`src/rtl/acc_pkg.sv`:
```
package acc_pkg;

  localparam int OPC_W = 4;

  typedef enum logic [3:0] {
    OP_NOP   = 4'd0,
    OP_LOAD  = 4'd1,
    OP_LOADI = 4'd2,
    OP_STORE = 4'd3,
    OP_ADD   = 4'd4,
    OP_SUB   = 4'd5,
    OP_AND   = 4'd6,
    OP_OR    = 4'd7,
    OP_SHL   = 4'd8,
    OP_SHR   = 4'd9,
    OP_JMP   = 4'd10,
    OP_JMPZ  = 4'd11,
    OP_HALT  = 4'd15
  } opcode_e;

  typedef enum logic [2:0] {
    ALU_PASS,
    ALU_ADD,
    ALU_SUB,
    ALU_AND,
    ALU_OR,
    ALU_SHL,
    ALU_SHR
  } alu_op_e;

  typedef enum logic [3:0] {
    S_FADDR,
    S_FREAD,
    S_FCAP,
    S_DECODE,
    S_EXEC,
    S_MREAD,
    S_MCAP,
    S_ALU,
    S_MWRITE,
    S_GRANT,
    S_HALT
  } state_e;

  // strobes from control to datapath
  typedef struct packed {
    logic    marFromPc;
    logic    marFromOpnd;
    logic    mdrFromMem;
    logic    mdrFromImm;
    logic    mdrFromAcc;
    logic    pcInc;
    logic    pcLoad;
    logic    cirLoad;
    logic    accLoad;
    alu_op_e aluOp;
  } ctl_t;

endpackage

```
`src/rtl/acc_alu.sv`:
```
module acc_alu
  import acc_pkg::*;
#(
  parameter int W = 16
) (
  input  alu_op_e        op,
  input  logic [W-1:0]   a,
  input  logic [W-1:0]   b,
  output logic [W-1:0]   y
);

  always_comb begin
    unique case (op)
      ALU_ADD: y = a + b;
      ALU_SUB: y = a - b;
      ALU_AND: y = a & b;
      ALU_OR:  y = a | b;
      ALU_SHL: y = {a[W-2:0], 1'b0};
      ALU_SHR: y = {1'b0, a[W-1:1]};
      default: y = b;
    endcase
  end

endmodule

```
`src/rtl/acc_datapath.sv`:
```
module acc_datapath
  import acc_pkg::*;
#(
  parameter int ADDR_W = 12
) (
  input  logic                      clk,
  input  logic                      rstN,
  input  ctl_t                      ctl,
  input  logic [OPC_W+ADDR_W-1:0]   memRdata,
  output logic [ADDR_W-1:0]         memAddr,
  output logic [OPC_W+ADDR_W-1:0]   memWdata,
  output logic [OPC_W-1:0]          opcode,
  output logic                      accZero
);

  localparam int DATA_W = OPC_W + ADDR_W;

  logic [ADDR_W-1:0] pc;
  logic [ADDR_W-1:0] mar;
  logic [DATA_W-1:0] mdr;
  logic [DATA_W-1:0] cir;
  logic [DATA_W-1:0] acc;
  logic [DATA_W-1:0] aluY;
  logic [ADDR_W-1:0] operand;

  assign opcode  = cir[DATA_W-1 -: OPC_W];
  assign operand = cir[ADDR_W-1:0];
  assign accZero = (acc == '0);
  assign memAddr  = mar;
  assign memWdata = mdr;

  acc_alu #(.W(DATA_W)) u_alu (
    .op (ctl.aluOp),
    .a  (acc),
    .b  (mdr),
    .y  (aluY)
  );

  always_ff @(posedge clk or negedge rstN) begin
    if (!rstN) begin
      pc  <= '0;
      mar <= '0;
      mdr <= '0;
      cir <= '0;
      acc <= '0;
    end else begin
      if (ctl.pcLoad)      pc <= operand;
      else if (ctl.pcInc)  pc <= pc + 1'b1;

      if (ctl.marFromPc)        mar <= pc;
      else if (ctl.marFromOpnd) mar <= operand;

      if (ctl.mdrFromMem)      mdr <= memRdata;
      else if (ctl.mdrFromImm) mdr <= {{OPC_W{1'b0}}, operand};
      else if (ctl.mdrFromAcc) mdr <= acc;

      if (ctl.cirLoad) cir <= mdr;
      if (ctl.accLoad) acc <= aluY;
    end
  end

  // program counter advances by exactly one after a fetch read
  p_pc_step_r2: assert property (@(posedge clk) disable iff (!rstN)
    ctl.pcInc |=> pc == $past(pc) + 1'b1);

  // the instruction register receives what the data register held
  p_cir_from_mdr_r3: assert property (@(posedge clk) disable iff (!rstN)
    ctl.cirLoad |=> cir == $past(mdr));

  // immediate value arrives with a clear opcode field
  p_imm_zero_ext_r5: assert property (@(posedge clk) disable iff (!rstN)
    ctl.mdrFromImm |=> mdr[DATA_W-1:ADDR_W] == '0);

  // a store presents the accumulator value one cycle later
  p_store_data_r6: assert property (@(posedge clk) disable iff (!rstN)
    ctl.mdrFromAcc |=> memWdata == $past(acc));

endmodule

```
`src/rtl/acc_control.sv`:
```
module acc_control
  import acc_pkg::*;
(
  input  logic             clk,
  input  logic             rstN,
  input  logic [OPC_W-1:0] opcode,
  input  logic             accZero,
  input  logic             busReq,
  output ctl_t             ctl,
  output logic             memRd,
  output logic             memWr,
  output logic             busGnt
);

  state_e state;
  state_e nextState;

  function automatic alu_op_e aluFor(input logic [OPC_W-1:0] op);
    case (op)
      OP_ADD:  return ALU_ADD;
      OP_SUB:  return ALU_SUB;
      OP_AND:  return ALU_AND;
      OP_OR:   return ALU_OR;
      OP_SHL:  return ALU_SHL;
      OP_SHR:  return ALU_SHR;
      default: return ALU_PASS;
    endcase
  endfunction

  always_comb begin
    ctl       = '0;
    ctl.aluOp = ALU_PASS;
    memRd     = 1'b0;
    memWr     = 1'b0;
    busGnt    = 1'b0;
    nextState = state;
    unique case (state)
      S_FADDR: begin
        if (busReq) begin
          nextState = S_GRANT;
        end else begin
          ctl.marFromPc = 1'b1;
          nextState     = S_FREAD;
        end
      end
      S_FREAD: begin
        memRd     = 1'b1;
        ctl.pcInc = 1'b1;
        nextState = S_FCAP;
      end
      S_FCAP: begin
        ctl.mdrFromMem = 1'b1;
        nextState      = S_DECODE;
      end
      S_DECODE: begin
        ctl.cirLoad = 1'b1;
        nextState   = S_EXEC;
      end
      S_EXEC: begin
        nextState = S_FADDR;
        case (opcode)
          OP_LOAD, OP_ADD, OP_SUB, OP_AND, OP_OR: begin
            ctl.marFromOpnd = 1'b1;
            nextState       = S_MREAD;
          end
          OP_LOADI: begin
            ctl.mdrFromImm = 1'b1;
            nextState      = S_ALU;
          end
          OP_STORE: begin
            ctl.marFromOpnd = 1'b1;
            ctl.mdrFromAcc  = 1'b1;
            nextState       = S_MWRITE;
          end
          OP_SHL, OP_SHR: begin
            ctl.accLoad = 1'b1;
            ctl.aluOp   = aluFor(opcode);
          end
          OP_JMP:  ctl.pcLoad = 1'b1;
          OP_JMPZ: ctl.pcLoad = accZero;
          OP_HALT: nextState  = S_HALT;
          default: nextState  = S_FADDR;
        endcase
      end
      S_MREAD: begin
        memRd     = 1'b1;
        nextState = S_MCAP;
      end
      S_MCAP: begin
        ctl.mdrFromMem = 1'b1;
        nextState      = S_ALU;
      end
      S_ALU: begin
        ctl.accLoad = 1'b1;
        ctl.aluOp   = aluFor(opcode);
        nextState   = S_FADDR;
      end
      S_MWRITE: begin
        memWr     = 1'b1;
        nextState = S_FADDR;
      end
      S_GRANT: begin
        busGnt    = 1'b1;
        nextState = busReq ? S_GRANT : S_FADDR;
      end
      S_HALT:  nextState = S_HALT;
      default: nextState = S_FADDR;
    endcase
  end

  always_ff @(posedge clk or negedge rstN) begin
    if (!rstN) state <= S_FADDR;
    else       state <= nextState;
  end

  p_no_strobe_granted_r11: assert property (@(posedge clk) disable iff (!rstN)
    busGnt |-> (!memRd && !memWr));

  p_grant_at_boundary_r10: assert property (@(posedge clk) disable iff (!rstN)
    $rose(busGnt) |-> $past(state) == S_FADDR);

  p_resume_fetch_r10: assert property (@(posedge clk) disable iff (!rstN)
    $fell(busGnt) |-> (state == S_FADDR && !$past(busReq)));

  p_halt_sticky_r9: assert property (@(posedge clk) disable iff (!rstN)
    state == S_HALT |=> (state == S_HALT && !memRd && !memWr && !busGnt));

  p_rd_wr_excl_r6: assert property (@(posedge clk) disable iff (!rstN)
    !(memRd && memWr));

endmodule

```
`src/rtl/acc_core.sv`:
```
module acc_core
  import acc_pkg::*;
#(
  parameter int ADDR_W = 12
) (
  input  logic                     clk,
  input  logic                     rstN,
  output logic [ADDR_W-1:0]        memAddr,
  output logic [OPC_W+ADDR_W-1:0]  memWdata,
  input  logic [OPC_W+ADDR_W-1:0]  memRdata,
  output logic                     memRd,
  output logic                     memWr,
  input  logic                     busReq,
  output logic                     busGnt
);

  ctl_t             ctl;
  logic [OPC_W-1:0] opcode;
  logic             accZero;

  acc_control u_control (
    .clk     (clk),
    .rstN    (rstN),
    .opcode  (opcode),
    .accZero (accZero),
    .busReq  (busReq),
    .ctl     (ctl),
    .memRd   (memRd),
    .memWr   (memWr),
    .busGnt  (busGnt)
  );

  acc_datapath #(.ADDR_W(ADDR_W)) u_datapath (
    .clk      (clk),
    .rstN     (rstN),
    .ctl      (ctl),
    .memRdata (memRdata),
    .memAddr  (memAddr),
    .memWdata (memWdata),
    .opcode   (opcode),
    .accZero  (accZero)
  );

endmodule

```
`config.mk`:
```
export PLATFORM = sky130hd
export DESIGN_NAME = acc_core
export DESIGN_NICKNAME = d
export VERILOG_FILES = /design/src/rtl/acc_pkg.sv /design/src/rtl/acc_alu.sv /design/src/rtl/acc_datapath.sv /design/src/rtl/acc_control.sv /design/src/rtl/acc_core.sv
export SDC_FILE = /design/constraint.sdc
export NUM_CORES = 1
export LEC_CHECK = 0
export BUFFER_PORTS_ARGS = -buffer_cell sky130_fd_sc_hd__buf_2
export CORE_ASPECT_RATIO = 0.7
export CORE_MARGIN = 3
export CORE_UTILIZATION = 60
export CTS_CLUSTER_DIAMETER = 30
export DETAILED_ROUTE_END_ITERATION = 7
export PLACE_DENSITY = 0.8
export SLEW_MARGIN = 20
export SYNTH_ARGS = -nofsm -noshare
export SYNTH_HDL_FRONTEND = slang
export SYNTH_SLANG_ARGS = --single-unit
```
`constraint.sdc`:
```
create_clock -name clk -period 7.1 [get_ports clk]
set_clock_uncertainty 0.1 [all_clocks]
set_input_delay 0.355 -clock clk [delete_from_list [all_inputs] [get_ports clk]]
set_output_delay 0.355 -clock clk [all_outputs]
set_load 0.005 [all_outputs]
```
After elaboration in Yosys (flattened, before gate mapping)
Index checks and enable logic that the tools add are counted.
{"block": "word_totals", "regBits": 76, "latch_bits": 0, "ram_bits": 0, "mem_bits_ro": 0, "elab_cells": 79, "n_memories": 0}
{"block": "op_classes", "addsub": 3, "multipliers": 0, "n_div": 0, "n_lt_le_gt_ge": 0, "n_eq_ne": 28, "shift": 0, "mux": 30, "bitwise": 2, "n_reduce_logical": 10}
{"op": "$pmux W16 S6", "count": 1}
{"op": "$mux W12", "count": 4}
{"op": "$mux W16", "count": 3}
{"op": "$pmux W4 S9", "count": 1}
{"op": "$eq A4 B3 Y1 const B", "count": 8}
{"op": "$eq A4 B4 Y1 const B", "count": 8}
{"op": "$pmux W3 S6", "count": 1}
{"op": "$add A16 B16 Y16", "count": 1}
{"op": "$and A16 B16 Y16", "count": 1}
{"op": "$eq A4 B2 Y1 const B", "count": 4}
{"op": "$logic_not A16 Y1", "count": 1}
{"op": "$or A16 B16 Y16", "count": 1}
{"op": "$pmux W4 S4", "count": 1}
{"op": "$sub A16 B16 Y16", "count": 1}
{"op": "$mux W1", "count": 13}
{"op": "$add A12 B1 Y12 const B", "count": 1}
{"op": "$mux W4", "count": 3}
{"op": "$eq A3 B3 Y1 const B", "count": 3}
{"op": "$eq A4 B1 Y1 const B", "count": 2}
{"op": "$pmux W4 S2", "count": 1}
{"op": "$eq A3 B2 Y1 const B", "count": 2}
{"op": "$reduce_or A2 Y1", "count": 3}
{"op": "$reduce_or A6 Y1", "count": 1}
{"op": "$reduce_or A5 Y1", "count": 1}
{"op": "other kinds (6)", "count": 7}

Depth between registers and ports, before layout
Gate-level depths: netlist (run 1).
{"block": "logic_depth", "depth_word": 6, "depth_mapped": 14, "depth_no_buf": 12}

Modules after synthesis
Synthesis (run 1) repeated with hierarchy kept, for this count alone.
{"block": "unflattened", "hier_cells": 642, "hier_area_um2": 5895.7}
{"mod": "acc_datapath", "instances": 1, "cells_each": 288, "area_each_um2": 3380.7, "seq_area_each_um2": 1801.7}
{"mod": "acc_alu", "instances": 1, "cells_each": 285, "area_each_um2": 2011.9, "seq_area_each_um2": 0.0}
{"mod": "acc_control", "instances": 1, "cells_each": 69, "area_each_um2": 503.0, "seq_area_each_um2": 100.1}

Worst setup path before layout (run 1)
Ideal clock, no wire load.
{"block": "synth_timing", "path_type": "register to register", "start": "register u_control.state[0]", "end": "register u_datapath.acc[12]", "arrival_ps": 3406, "setup_slack_ps": 3517, "stages_incl_launch_ff": 15, "cell_sequence": "dfrtp_1 clkbuf_1 nand4b_1 clkbuf_1 nor3_1 nand2_1 nand2_1 xor2_1 ha_1 a21oi_1 a21boi_0 a41oi_1 or4_1 and3_1 a21oi_1"}
{"block": "synth_between", "elab_chain_cells": 4, "elab_cells_between_ends": 10, "classes_between": "eq/ne: 8; mux: 2"}
{"item": "start, declared", "line": "acc_control.sv:15", "text": "state_e state;"}
{"item": "start signal, assigned", "line": "acc_control.sv:113", "text": "else state <= nextState;"}
{"item": "$eq A4 B3 Y1"}
{"item": "$pmux W4 S2 (*)", "line": "acc_control.sv:37", "text": "unique case (state)"}
{"item": "$eq A3 B3 Y1 (tied with other cells)", "line": "acc_alu.sv:13", "text": "unique case (op)"}
{"item": "$pmux W16 S6", "line": "acc_alu.sv:13"}
{"item": "end signal, assigned", "line": "acc_datapath.sv:58", "text": "if (ctl.accLoad) acc <= aluY;"}
{"item": "end, declared", "line": "acc_datapath.sv:22", "text": "logic [DATA_W-1:0] acc;"}
Mark *: on every way between the ends. The rest lies on a longest branch, timed or not.
A chain may end at the register's enable or synchronous reset.

Worst setup path after layout (run 1)
Same ends and word-level chain as after synthesis.

==> results of run 1 <==
## routing by layer
| metal | up-vias | track usage (%) | part of all wire (%) |
|---|---|---|---|
| li1 | 2408 | - | - |
| met1 | 2555 | 46.7 | 43 |
| met2 | 327 | 45.9 | 44 |
| met3 | 25 | 6.86 | 12 |
| met4 | 0 | 8.42 | 1.4 |
| met5 | - | 0 | 0 |
## critical path: stages, from the launching register on
cell      delay (ns)
dfrtp_1         0.71
nand4b_1        0.48
nor3_1          0.30
buf_4           0.20
nand2_1         0.17
nand2_1         0.14
xor2_1          0.08
ha_1            0.36
a21oi_1         0.13
a21boi_0        0.36
a41oi_1         0.21
or4_1           0.49
and3_1          0.19
a21oi_1         0.11
## cell type report
type	instances	area share, %
clock inverter	4	0.416
tap	120	2.50
clock buffer	12	4.10
sequential	76	31.6
timing repair buffer	60	5.49
inverter	21	1.31
multi-input combinational	486	54.6
## logic make-up after synthesis
group | count (synthesis) | share of synthesized area [%]
adder cells (fa/ha/maj) | 20 | 4.77
multiplexers | 41 | 7.97
flip-flops | 76 | 35.2
AND/OR/NAND/NOR | 209 | 18.8
XOR/XNOR | 34 | 5.52
buffers and inverters | 61 | 4.54
AO/OA/AOI/OAI | 182 | 23.2
## flip-flops by register name, summed over array words and instances, names as in the netlist
name,cells
u_control.state,4
u_datapath.memAddr,12
u_datapath.acc,16
u_datapath.cir,16
u_datapath.pc,12
u_datapath.memWdata,16
## placed cells by master, fill, tap and decap left out, types with 19 or more instances in the layout
master | Yosys | routed
mux2i_1 | 25 | 25
dfrtp_1 | 76 | 76
o21ai_0 | 32 | 32
a21oi_1 | 42 | 42
xor2_1 | 19 | 19
nor3_1 | 24 | 23
buf_2 | 7 | 48
nor2_1 | 54 | 54
ha_1 | 19 | 19
nand2_1 | 64 | 64
inv_1 | 20 | 20
## cells in the mapped netlist, types with 4 or more instances
cell	n	area, µm²
a31oi_1	9	56.3
a222oi_1	16	160
nand2_1	64	240
nand4_1	4	25.0
o21ai_1	7	35.0
or4_1	6	45.0
nand3_1	8	40.0
a21oi_1	42	210
o21ai_0	32	160
nor3_1	24	120
mux2_2	16	180
xnor2_1	15	131
mux2i_1	25	250
ha_1	19	238
nand2b_1	8	50.1
nor2_1	54	203
clkbuf_1	29	109
o21a_1	7	52.6
nor2b_1	4	25.0
o22ai_1	4	25.0
and3_1	4	25.0
a211oi_1	7	52.6
a221o_1	5	50.1
inv_1	20	75.1
o211ai_1	5	37.5
or3_1	5	31.3
xor2_1	19	166
buf_2	7	35.0
nor3b_1	4	30.0
a21o_1	5	37.5
dfrtp_1	76	1900
o31ai_1	5	37.5
o221ai_1	5	43.8
nor4_1	11	68.8
## power by group through the flow
| stage | Clock (W) | Sequential, W | Combinational (W) |
|---|---|---|---|
| floorplan | 0 | 0.000850 | 0.00137 |
| global placement | 0 | 0.00102 | 0.00163 |
| detailed placement | 0 | 0.00104 | 0.00168 |
| CTS | 0.000425 | 0.00103 | 0.00169 |
| global route | 0.000443 | 0.00109 | 0.00192 |
| finish | 0.000423 | 0.00106 | 0.00172 |
## final timing paths
path | start | end | slack (ns) | cells after the start
setup reg to reg | u_control.state[0]$_DFF_PN0_ | u_datapath.acc[12]$_DFFE_PN0P_ | 2.98 | 13
max in group asynchronous | rstN | u_datapath.acc[4]$_DFFE_PN0P_ | 6.19 | 1
hold / removal | rstN | u_datapath.memWdata[13]$_DFFE_PN0P_ | 0.06 | 1
setup / recovery | u_control.state[0]$_DFF_PN0_ | u_datapath.acc[12]$_DFFE_PN0P_ | 2.98 | 13
hold reg to reg | u_datapath.memAddr[11]$_DFFE_PN0P_ | u_datapath.memAddr[11]$_DFFE_PN0P_ | 0.42 | 2
min in group clk | memRdata[6] | u_datapath.memWdata[6]$_DFFE_PN0P_ | 0.13 | 3
## per-stage QoR
| stage | hold slack (ns) | util [%] | instances | setup slack [ns] |
|---|---|---|---|---|
| floorplan | -0.0406 | - | 623 | 3.52 |
| global placement | 0.406 | 66.5 | 763 | 3.26 |
| detailed placement | 0.412 | 66.5 | 763 | 3.10 |
| CTS | 0.106 | 69.6 | 779 | 3.07 |
| global route | 0.138 | 69.8 | 779 | 2.56 |
| finish | 0.0562 | 69.8 | 779 | 2.98 |
==> reports/qor.tcl, run 1 <==
set qor(status) {finished clean}
set qor(synth.net_count) 662
set qor(power_density_mw_per_mm2) 532
set qor(antenna_violations_before_repair) 0
set qor(timing.slew.headroom_pct) 22.1
set qor(multi_input_gate_area_mm2) 0.00328
set qor(setup-violations-final) 0
set qor(rsz0062_at_grt) {no}
set qor(place_hpwl_mm) 11.1
set qor(pwr-share-clk_pct) 13.2
set qor(seqCellArea_mm2) 0.00190
set qor(finalMaxSlewViolations) 0
set qor(fp.coreArea_mm2) 0.00862
set qor(tritoncts) {built}
set qor(fin_total_pwr_w) 0.00320
set qor(max-clock-path-buffers) 2
set qor(postRouteAntennaNets) 0
set qor(grt_start_max_net_pins) 77
set qor(clock_tree_root_driver_cell) {clkbuf_16}
set qor(placement_rows) 28
set qor(clock_sink_count) 76
set qor(starting_density_of_the_core_pct) 62.6
set qor(synth_cells) 623
set qor(post_dp_cell_area_mm2) 0.00573
set qor(timing.fmax_mhz) 243
set qor(buffers_added_on_ports) 49
set qor(drtIter0Drc) 695
set qor(drt-pass1-iter-count) 8
set qor(critical_path.endpoint_type) {flip-flop}
set qor(ios) 50
set qor(final.min_clock_period_ns) 4.12
set qor(grt_util_all_layers_pct) 31.2
set qor(power_switching_w) 0.00156
set qor(dr_total_vias) 5315
set qor(route.final.wire_length_mm) 15.6
set qor(number_of_global_route_vias_before_repair) 4874
set qor(synth_edf_count) 0
set qor(layout.filler_cells) 705
set qor(worst-endpoint-arrival_ns) 4.29
set qor(clock_insertion_delay_worst_skew_ns) 0.34
set qor(ys.flop_type) {dfrtp_1}
set qor(peak_fanout_along_the_critical_path) 18
set qor(setup.worst_path.start_class) {flip-flop}
set qor(route.detailed.drc) 0
set qor(cts_setup_buffers) 0
set qor(diodes) 0
set qor(syn_area_per_cell_um2) 8.67
set qor(totalNegativeSetupSlack_ns) 0
set qor(synth.distinct_cells) 67
set qor(sequential_to_total_area_share_from_yosys_stat_pct) 35.2
set qor(synth.ff_latch_count) 76
set qor(fp.dieW_um) 119
set qor(fin_crit_sh_pct) 58.0
set qor(cts_made_buffers) 9
set qor(seq_power_share_pct) 33.0
set qor(finalNetCount) 693
set qor(gp_routability_congestion) 1.01
set qor(total_of_warnings_raised_by_yosys) 0
set qor(leakage_nw) 2.55
set qor(power.share.combinational_pct) 53.8
set qor(finalInstanceArea_mm2) 0.00602
set qor(clock_tree.htree_level_count) 3
set qor(floorplan.die_area_mm2) 0.0102
set qor(peakVddDrop_mv) 0.321
set qor(cts.hold.buffers_added) 0
set qor(layout_area_overhead_pct) 11.4
set qor(timing_hold_violations_final) 0
set qor(grt_remaining_overflow) 0
set qor(internal-power_w) 0.00165
set qor(cts.repair.resized) 0
set qor(hold_path.class) {primary input to async pin}
set qor(die_y_um) 85.4
set qor(grt_first_pass_wirelength_mm) 25.4
set qor(switching_share_pct) 48.6
set qor(cp_data_required_time_ns) 7.27
set qor(drt-wirelength-per-cell_um) 20.0
set qor(worst_pin_slew_ns) 1.16
set qor(clk_pin_slew_ns) 0.06
set qor(synth.cell_area_mm2) 0.00540
set qor(setup.worst_path.class) {flip-flop to flip-flop}
set qor(final_layout_size_suffix_gt1_share_pct) 15.0
set qor(routed_via_density) 6.82
set qor(synth_async_sr_flop_share_pct) 100
set qor(max_cap_viol) 0
Power figures use the tool's default switching activity.
==> run 2: changes to the inputs <==
- clock period: 7.1 -> 4 ns (I/O delays scaled with it)
==> run 2 against run 1 <==
Sequential share of layout area shrank 1.5 points. Count of clock-buffer cells in the layout down 1. Via count increased by 6.0%. Setup slack worse by 2.7 ns. Core utilization is 3.5 points higher. Final cell count increased by 3.3%. Clock power is 130% higher. Fmax increased by 9.8%. Routed wire length increased by 12%. Final area grew 5.0%. Sequential power up 70%.
==> reports/qor.tcl, run 2 (same netlist as run 1, synthesis figures left out) <==
set qor(status) {finished clean} ;# unchanged
set qor(finalMaxSlewViolations) 0 ;# unchanged
set qor(floorplan.die_area_mm2) 0.0102 ;# unchanged
set qor(grt_start_max_net_pins) 77 ;# unchanged
set qor(power.share.combinational_pct) 54.7 ;# was 53.8%
set qor(route.detailed.drc) 0 ;# unchanged
set qor(power_density_mw_per_mm2) 968 ;# was 532 mW/mm²
set qor(clock_sink_count) 76 ;# unchanged
set qor(peakVddDrop_mv) 0.518 ;# was 0.321 mV
set qor(peak_fanout_along_the_critical_path) 14 ;# was 18
set qor(postRouteAntennaNets) 0 ;# unchanged
set qor(die_y_um) 85.4 ;# unchanged
set qor(pwr-share-clk_pct) 15.8 ;# was 13.2%
set qor(gp_routability_congestion) 0.981 ;# was 1.01
set qor(fp.coreArea_mm2) 0.00862 ;# unchanged
set qor(setup-violations-final) 0 ;# unchanged
set qor(power_switching_w) 0.00293 ;# was 0.00156 W
set qor(clock_tree.htree_level_count) 3 ;# unchanged
set qor(fin_crit_sh_pct) 93.8 ;# was 58.0%
set qor(max-clock-path-buffers) 2 ;# unchanged
set qor(layout.filler_cells) 627 ;# was 705
set qor(buffers_added_on_ports) 49 ;# unchanged
set qor(tritoncts) {built} ;# unchanged
set qor(final.min_clock_period_ns) 3.75 ;# was 4.12 ns
set qor(number_of_global_route_vias_before_repair) 5311 ;# was 4,874
set qor(cp_data_required_time_ns) 4.18 ;# was 7.27 ns
set qor(grt_util_all_layers_pct) 34.8 ;# was 31.2%
set qor(post_dp_cell_area_mm2) 0.00582 ;# was 0.00573 mm²
set qor(dr_total_vias) 5635 ;# was 5,315
set qor(worst_pin_slew_ns) 1.00 ;# was 1.16 ns
set qor(fp.dieW_um) 119 ;# unchanged
set qor(clock_insertion_delay_worst_skew_ns) 0.34 ;# about the same
set qor(antenna_violations_before_repair) 0 ;# unchanged
set qor(switching_share_pct) 48.0 ;# was 48.6%
set qor(final_layout_size_suffix_gt1_share_pct) 16.4 ;# was 15.0%
set qor(clock_tree_root_driver_cell) {clkbuf_16} ;# unchanged
set qor(worst-endpoint-arrival_ns) 3.93 ;# was 4.29 ns
set qor(route.final.wire_length_mm) 17.5 ;# was 15.6 mm
set qor(hold_path.class) {primary input to flip-flop} ;# was primary input to async pin
set qor(finalNetCount) 719 ;# was 693
set qor(cts_made_buffers) 9 ;# unchanged
set qor(critical_path.endpoint_type) {flip-flop} ;# unchanged
set qor(cts.repair.resized) 0 ;# unchanged
set qor(diodes) 0 ;# unchanged
set qor(ios) 50 ;# unchanged
set qor(commonest_non_fill_non_tap_cell_in_the_layout) {dfrtp_1} ;# unchanged
set qor(setup.worst_path.class) {flip-flop to flip-flop} ;# unchanged
set qor(drt-pass1-iter-count) 6 ;# was 8
set qor(routed_via_density) 7.00 ;# was 6.82
set qor(grt_remaining_overflow) 0 ;# unchanged
set qor(rsz0062_at_grt) {no} ;# unchanged
set qor(grt_first_pass_wirelength_mm) 28.1 ;# was 25.4 mm
set qor(internal-power_w) 0.00318 ;# was 0.00165 W
set qor(timing_hold_violations_final) 0 ;# unchanged
set qor(placement_rows) 28 ;# unchanged
set qor(drt-wirelength-per-cell_um) 21.7 ;# was 20.0 µm
set qor(totalNegativeSetupSlack_ns) 0 ;# unchanged
set qor(drtIter0Drc) 835 ;# was 695
set qor(clk_pin_slew_ns) 0.06 ;# about the same
set qor(max_cap_viol) 0 ;# unchanged
set qor(place_hpwl_mm) 12.1 ;# was 11.1 mm
set qor(timing.fmax_mhz) 267 ;# was 243 MHz
set qor(finalInstanceArea_mm2) 0.00632 ;# was 0.00602 mm²
set qor(starting_density_of_the_core_pct) 62.6 ;# unchanged
set qor(final_cell_mix) {76 x dfrtp_1, 64 x nand2_1, 54 x nor2_1} ;# unchanged
set qor(timing.slew.headroom_pct) 33.3 ;# was 22.1%
set qor(setup.worst_path.start_class) {flip-flop} ;# unchanged
set qor(leakage_nw) 2.71 ;# was 2.55 nW
set qor(r2r_setup_slack_ns) 0.25 ;# was 2.98 ns
set qor(layout_area_overhead_pct) 17.0 ;# was 11.4%
set qor(seq_power_share_pct) 29.5 ;# was 33.0%
[run 2: changes by cell type in the layout (fill, tap and decap cells not counted)]
cell	previous run	this run
nor4_4	1	0
inv_6	0	1
nor4_2	1	2
clkinv_2	2	0
clkinvlp_4	2	0
clkinv_4	0	1
bufinv_16	0	3
buf_4	12	24
dlygate4sd3_1	0	14
clkbuf_1	2	1
[run 2: final timing paths]
check                                                  startpoint                                   to  cells after the start
worst max-delay path               u_datapath.cir[14]$_DFFE_PN0P_       u_datapath.acc[15]$_DFFE_PN0P_                     10
min in group asynchronous                                    rstN       u_datapath.acc[13]$_DFFE_PN0P_                      2
worst min-delay path                                 memRdata[14]  u_datapath.memWdata[14]$_DFFE_PN0P_                      3
max in group asynchronous                                    rstN        u_datapath.acc[8]$_DFFE_PN0P_                      2
worst min register to register  u_datapath.memAddr[1]$_DFFE_PN0P_    u_datapath.memAddr[1]$_DFFE_PN0P_                      2
worst max register to register     u_datapath.cir[14]$_DFFE_PN0P_       u_datapath.acc[15]$_DFFE_PN0P_                     10
[run 2: worst max-delay path, cell delays in order, from the launching register on]
cell and delay, ns:
dfrtp_1 0.60, nor3b_1 0.30, and3_1 0.42, mux2i_1 0.39
ha_1 0.20, nor2b_1 0.30, o2111ai_1 0.20, a211o_1 0.39
and3_1 0.19, or4_1 0.49, nand3_1 0.09
[run 2: area by class of cell]
type / count / area [µm²] / area share, %
clock buffers: 11 / 243 / 3.84
clock inverters: 5 / 108 / 1.70
inverters: 21 / 78.8 / 1.25
multi-input cells: 486 / 3270 / 51.8
flip-flops and latches: 76 / 1900 / 30.1
well taps: 120 / 150 / 2.38
repair buffers: 86 / 561 / 8.87
[run 2: what timing repair did]
| item | CTS | global route |
|---|---|---|
| setup endpoints to repair | 0 | 0 |
| hold buffers | 14 | 0 |
| endpoints found under the hold margin | 89 | 0 |
| buffers inserted | 0 | 0 |
[run 2: stage by stage]
step / worst slack, ns / power, W / std cells / hold slack, ns / utilization [%]
finish: 0.250 / 0.00612 / 805 / 0.00312 / 73.3
global route: 0.131 / 0.00649 / 805 / 0.0219 / 73.3
CTS: 0.333 / 0.00598 / 805 / 0.000452 / 73.2
detailed placement: 0.436 / 0.00496 / 775 / 0.315 / 67.5
global placement: 0.435 / 0.00480 / 775 / 0.307 / 67.5
floorplan: 0.417 / 0.00393 / 623 / -0.196 / -
[run 2: power by group through the flow]
stage | clock [W] | sequential [W] | combinational (W)
final | 0.000969 | 0.00180 | 0.00334
after CTS | 0.000974 | 0.00176 | 0.00324
after global routing | 0.000999 | 0.00184 | 0.00365
after floorplan | 0 | 0.00151 | 0.00242
after detailed placement | 0 | 0.00177 | 0.00318
after global placement | 0 | 0.00175 | 0.00306
[run 2: per-layer routing]
metal  up-vias  wire (µm)  track usage, %
met5         -          0               0
met4         0        270            8.94
met3        39       2230            9.79
met2       421       7790            52.6
met1      2715       7190            49.7
li1       2460          -               -
==> run 3: changes to the inputs <==
- BUFFER_PORTS_ARGS: -buffer_cell sky130_fd_sc_hd__buf_2 -> -buffer_cell sky130_fd_sc_hd__buf_4
- CAP_MARGIN: unset -> 10
- PLACE_DENSITY: 0.8 -> 0.88
==> run 3 against run 2 <==
Global-route usage down 0.17 points. Routed wire length up 0.21%. Die area stayed put. Final area is 1.4% higher. Register-to-register slack hardly changed. Non-clock buffer count shrank 1. Critical path depth is 2 higher. Combinational power rose by 1%. Core utilization rose by 1.0 points. Fmax fell by 0.13%. Critical path type unchanged. Largest cell class unchanged.
==> reports/qor.tcl, run 3 (same netlist as run 1, synthesis figures left out) <==
set qor(critical_path.endpoint_type) {flip-flop} ;# unchanged
set qor(status) {finished clean} ;# unchanged
set qor(cts_made_buffers) 9 ;# unchanged
set qor(starting_density_of_the_core_pct) 62.6 ;# unchanged
set qor(gp_routability_congestion) 1.03 ;# was 0.981
set qor(rsz0062_at_grt) {no} ;# unchanged
set qor(route.met2.wl_mm) 7.82 ;# was 7.79 mm
set qor(critical_path.slowest_cell) {dfrtp_1} ;# unchanged
set qor(wl_met1_mm) 7.30 ;# was 7.19 mm
set qor(cp_cell_sequence) {nand4b_1 > nor3_1 > nand2_1 > nand2_1 > xor2_1 > ha_1 > a21oi_1 > a21boi_0 > a41oi_1 > or4_1 > and3_1 > a21oi_1} ;# was nor3b_1 > and3_1 > mux2i_1 > ha_1 > nor2b_1 > o2111ai_1 > a211o_1 > and3_1 > or4_1 > nand3_1
set qor(power_density_mw_per_mm2) 955 ;# was 968 mW/mm²
set qor(fin_crit_sh_pct) 93.9 ;# was 93.8%
set qor(min_from) {memRdata[15]} ;# was memRdata[14]
set qor(tritoncts) {built} ;# unchanged
set qor(worst_pin_slew_ns) 1.15 ;# was 1.00 ns
set qor(drtIter0Drc) 798 ;# was 835
set qor(die_y_um) 85.4 ;# unchanged
set qor(leakage_nw) 2.73 ;# was 2.71 nW
set qor(critical_path.max_stage_delay_ns) 0.60 ;# about the same
set qor(ios) 50 ;# unchanged
set qor(finalMaxSlewViolations) 0 ;# unchanged
set qor(floorplan.die_area_mm2) 0.0102 ;# unchanged
set qor(worst-endpoint-arrival_ns) 3.93 ;# about the same
set qor(routed_via_density) 6.95 ;# was 7.00
set qor(number_of_global_route_vias_before_repair) 5220 ;# was 5,311
set qor(peak_fanout_along_the_critical_path) 18 ;# was 14
set qor(clock_tree.htree_level_count) 3 ;# unchanged
set qor(placement_rows) 28 ;# unchanged
set qor(setup.worst_path.start_class) {flip-flop} ;# unchanged
set qor(final_layout_size_suffix_gt1_share_pct) 16.4 ;# about the same
set qor(grt_start_max_net_pins) 77 ;# unchanged
set qor(cp_data_required_time_ns) 4.17 ;# was 4.18 ns
set qor(grt_util_all_layers_pct) 34.6 ;# was 34.8%
set qor(totalNegativeSetupSlack_ns) 0 ;# unchanged
set qor(drt-wirelength-per-cell_um) 21.8 ;# was 21.7 µm
set qor(worst_r2r_endpoint) {u_datapath.acc[12]$_DFFE_PN0P_} ;# was u_datapath.acc[15]$_DFFE_PN0P_
set qor(place_hpwl_mm) 12.1 ;# about the same
set qor(drt-pass1-iter-count) 8 ;# was 6
set qor(finalNetCount) 718 ;# was 719
set qor(clock_tree_root_driver_cell) {clkbuf_16} ;# unchanged
set qor(timing_hold_violations_final) 0 ;# unchanged
set qor(hold-path-endpoint) {u_datapath.memWdata[15]$_DFFE_PN0P_} ;# was u_datapath.memWdata[14]$_DFFE_PN0P_
set qor(finalInstanceArea_mm2) 0.00640 ;# was 0.00632 mm²
set qor(route.detailed.drc) 0 ;# unchanged
set qor(route.met3.wl_mm) 1.99 ;# was 2.23 mm
set qor(r2r_setup_slack_ns) 0.24 ;# was 0.25 ns
set qor(timing.critical_path.max_delay_family) {simple AND/OR/NAND/NOR gates} ;# unchanged
set qor(final_std_cells_w_o_fill) 804 ;# was 805
set qor(setup-violations-final) 0 ;# unchanged
set qor(holdWs_ns) 0.0155 ;# was 0.00312 ns
set qor(timing.slew.headroom_pct) 22.5 ;# was 33.3%
set qor(clock_sink_count) 76 ;# unchanged
set qor(dpl_cells) 774 ;# was 775
set qor(postRouteAntennaNets) 0 ;# unchanged
set qor(highest-signal-layer) {met4} ;# unchanged
set qor(post_dp_cell_area_mm2) 0.00593 ;# was 0.00582 mm²
set qor(antenna_violations_before_repair) 0 ;# unchanged
set qor(reg2reg_depth) 12 ;# was 10
set qor(peakVddDrop_mv) 0.624 ;# was 0.518 mV
set qor(max_cap_viol) 0 ;# unchanged
set qor(hold_path.class) {primary input to flip-flop} ;# unchanged
set qor(setup_slack_ns) 0.245 ;# was 0.250 ns
set qor(layout_area_overhead_pct) 18.6 ;# was 17.0%
set qor(final_cell_mix) {76 x dfrtp_1, 71 x buf_4, 64 x nand2_1} ;# was 76 x dfrtp_1, 64 x nand2_1, 54 x nor2_1
set qor(fp.coreArea_mm2) 0.00862 ;# unchanged
set qor(grt_remaining_overflow) 0 ;# unchanged
set qor(min_path_cells) 3 ;# unchanged
set qor(r2r_start) {u_control.state[3]$_DFF_PN0_} ;# was u_datapath.cir[14]$_DFFE_PN0P_
set qor(fp.dieW_um) 119 ;# unchanged
set qor(clock_insertion_delay_worst_skew_ns) 0.34 ;# about the same
set qor(commonest_non_fill_non_tap_cell_in_the_layout) {dfrtp_1} ;# unchanged
set qor(dr_total_vias) 5591 ;# was 5,635
set qor(clk_pin_slew_ns) 0.06 ;# about the same
set qor(max-clock-path-buffers) 2 ;# unchanged
set qor(placement.setup.worst_slack_ns) 0.421 ;# was 0.436 ns
set qor(route.final.wire_length_mm) 17.5 ;# about the same
set qor(setup.worst_path.class) {flip-flop to flip-flop} ;# unchanged
set qor(diodes) 0 ;# unchanged
set qor(final.min_clock_period_ns) 3.76 ;# was 3.75 ns
set qor(timing.fmax_mhz) 266 ;# was 267 MHz
set qor(grt_first_pass_wirelength_mm) 27.7 ;# was 28.1 mm
set qor(buffers_added_on_ports) 49 ;# unchanged
set qor(critical_path_buf_inv_count) 0 ;# unchanged
-- run 3: what timing repair did --
item | 4_1_cts | 5_1_grt
setup buffers | 0 | 0
hold buffers | 14 | 0
endpoints found under the hold margin | 89 | 0
resized for setup | 0 | 0
-- run 3: routing by layer --
metal | vias to the layer above | GRT usage, %
li1 | 2450 | -
met1 | 2686 | 48.5
met2 | 407 | 53.8
met3 | 48 | 8.66
met4 | 0 | 10.3
met5 | - | 0
-- run 3: worst max path at each step --
stage	startpoint	endpoint	cells past startpoint
final	u_control.state[3]$_DFF_PN0_	u_datapath.acc[12]$_DFFE_PN0P_	12
after global routing	u_control.state[1]$_DFF_PN0_	u_datapath.acc[12]$_DFFE_PN0P_	11
after CTS	u_control.state[1]$_DFF_PN0_	u_datapath.acc[10]$_DFFE_PN0P_	10
after detailed placement	u_control.state[3]$_DFF_PN0_	u_datapath.acc[10]$_DFFE_PN0P_	10
after global placement	u_control.state[1]$_DFF_PN0_	u_datapath.acc[10]$_DFFE_PN0P_	10
after floorplan	u_control.state[0]$_DFF_PN0_	u_datapath.acc[12]$_DFFE_PN0P_	14
-- run 3: through the flow --
step	utilization (%)	total power (W)
finish	74.3	0.00612
global route	74.3	0.00648
CTS	74.2	0.00599
detailed placement	68.8	0.00502
global placement	68.8	0.00488
floorplan	-	0.00393
-- run 3: power by group --
part           total (W)  internal [W]  switching, W
combinational    0.00339       0.00149       0.00190
clock           0.000901      0.000563      0.000337
sequential       0.00182       0.00114      0.000685
-- run 3: tightest hold or removal path, delay by kind of cell --
| family | cells | cell delay, ns |
|---|---|---|
| compound gates | 1 | 0.08 |
| buf+inv | 2 | 0.14 |
-- run 3: cell type report --
class	instances	area, µm²
clock buffers	10	239
clock inverters	6	87.6
fillers	629	2210
inverters	21	78.8
multi-input cells	486	3270
flip-flops and latches	76	1900
well taps	120	150
repair buffers	85	673
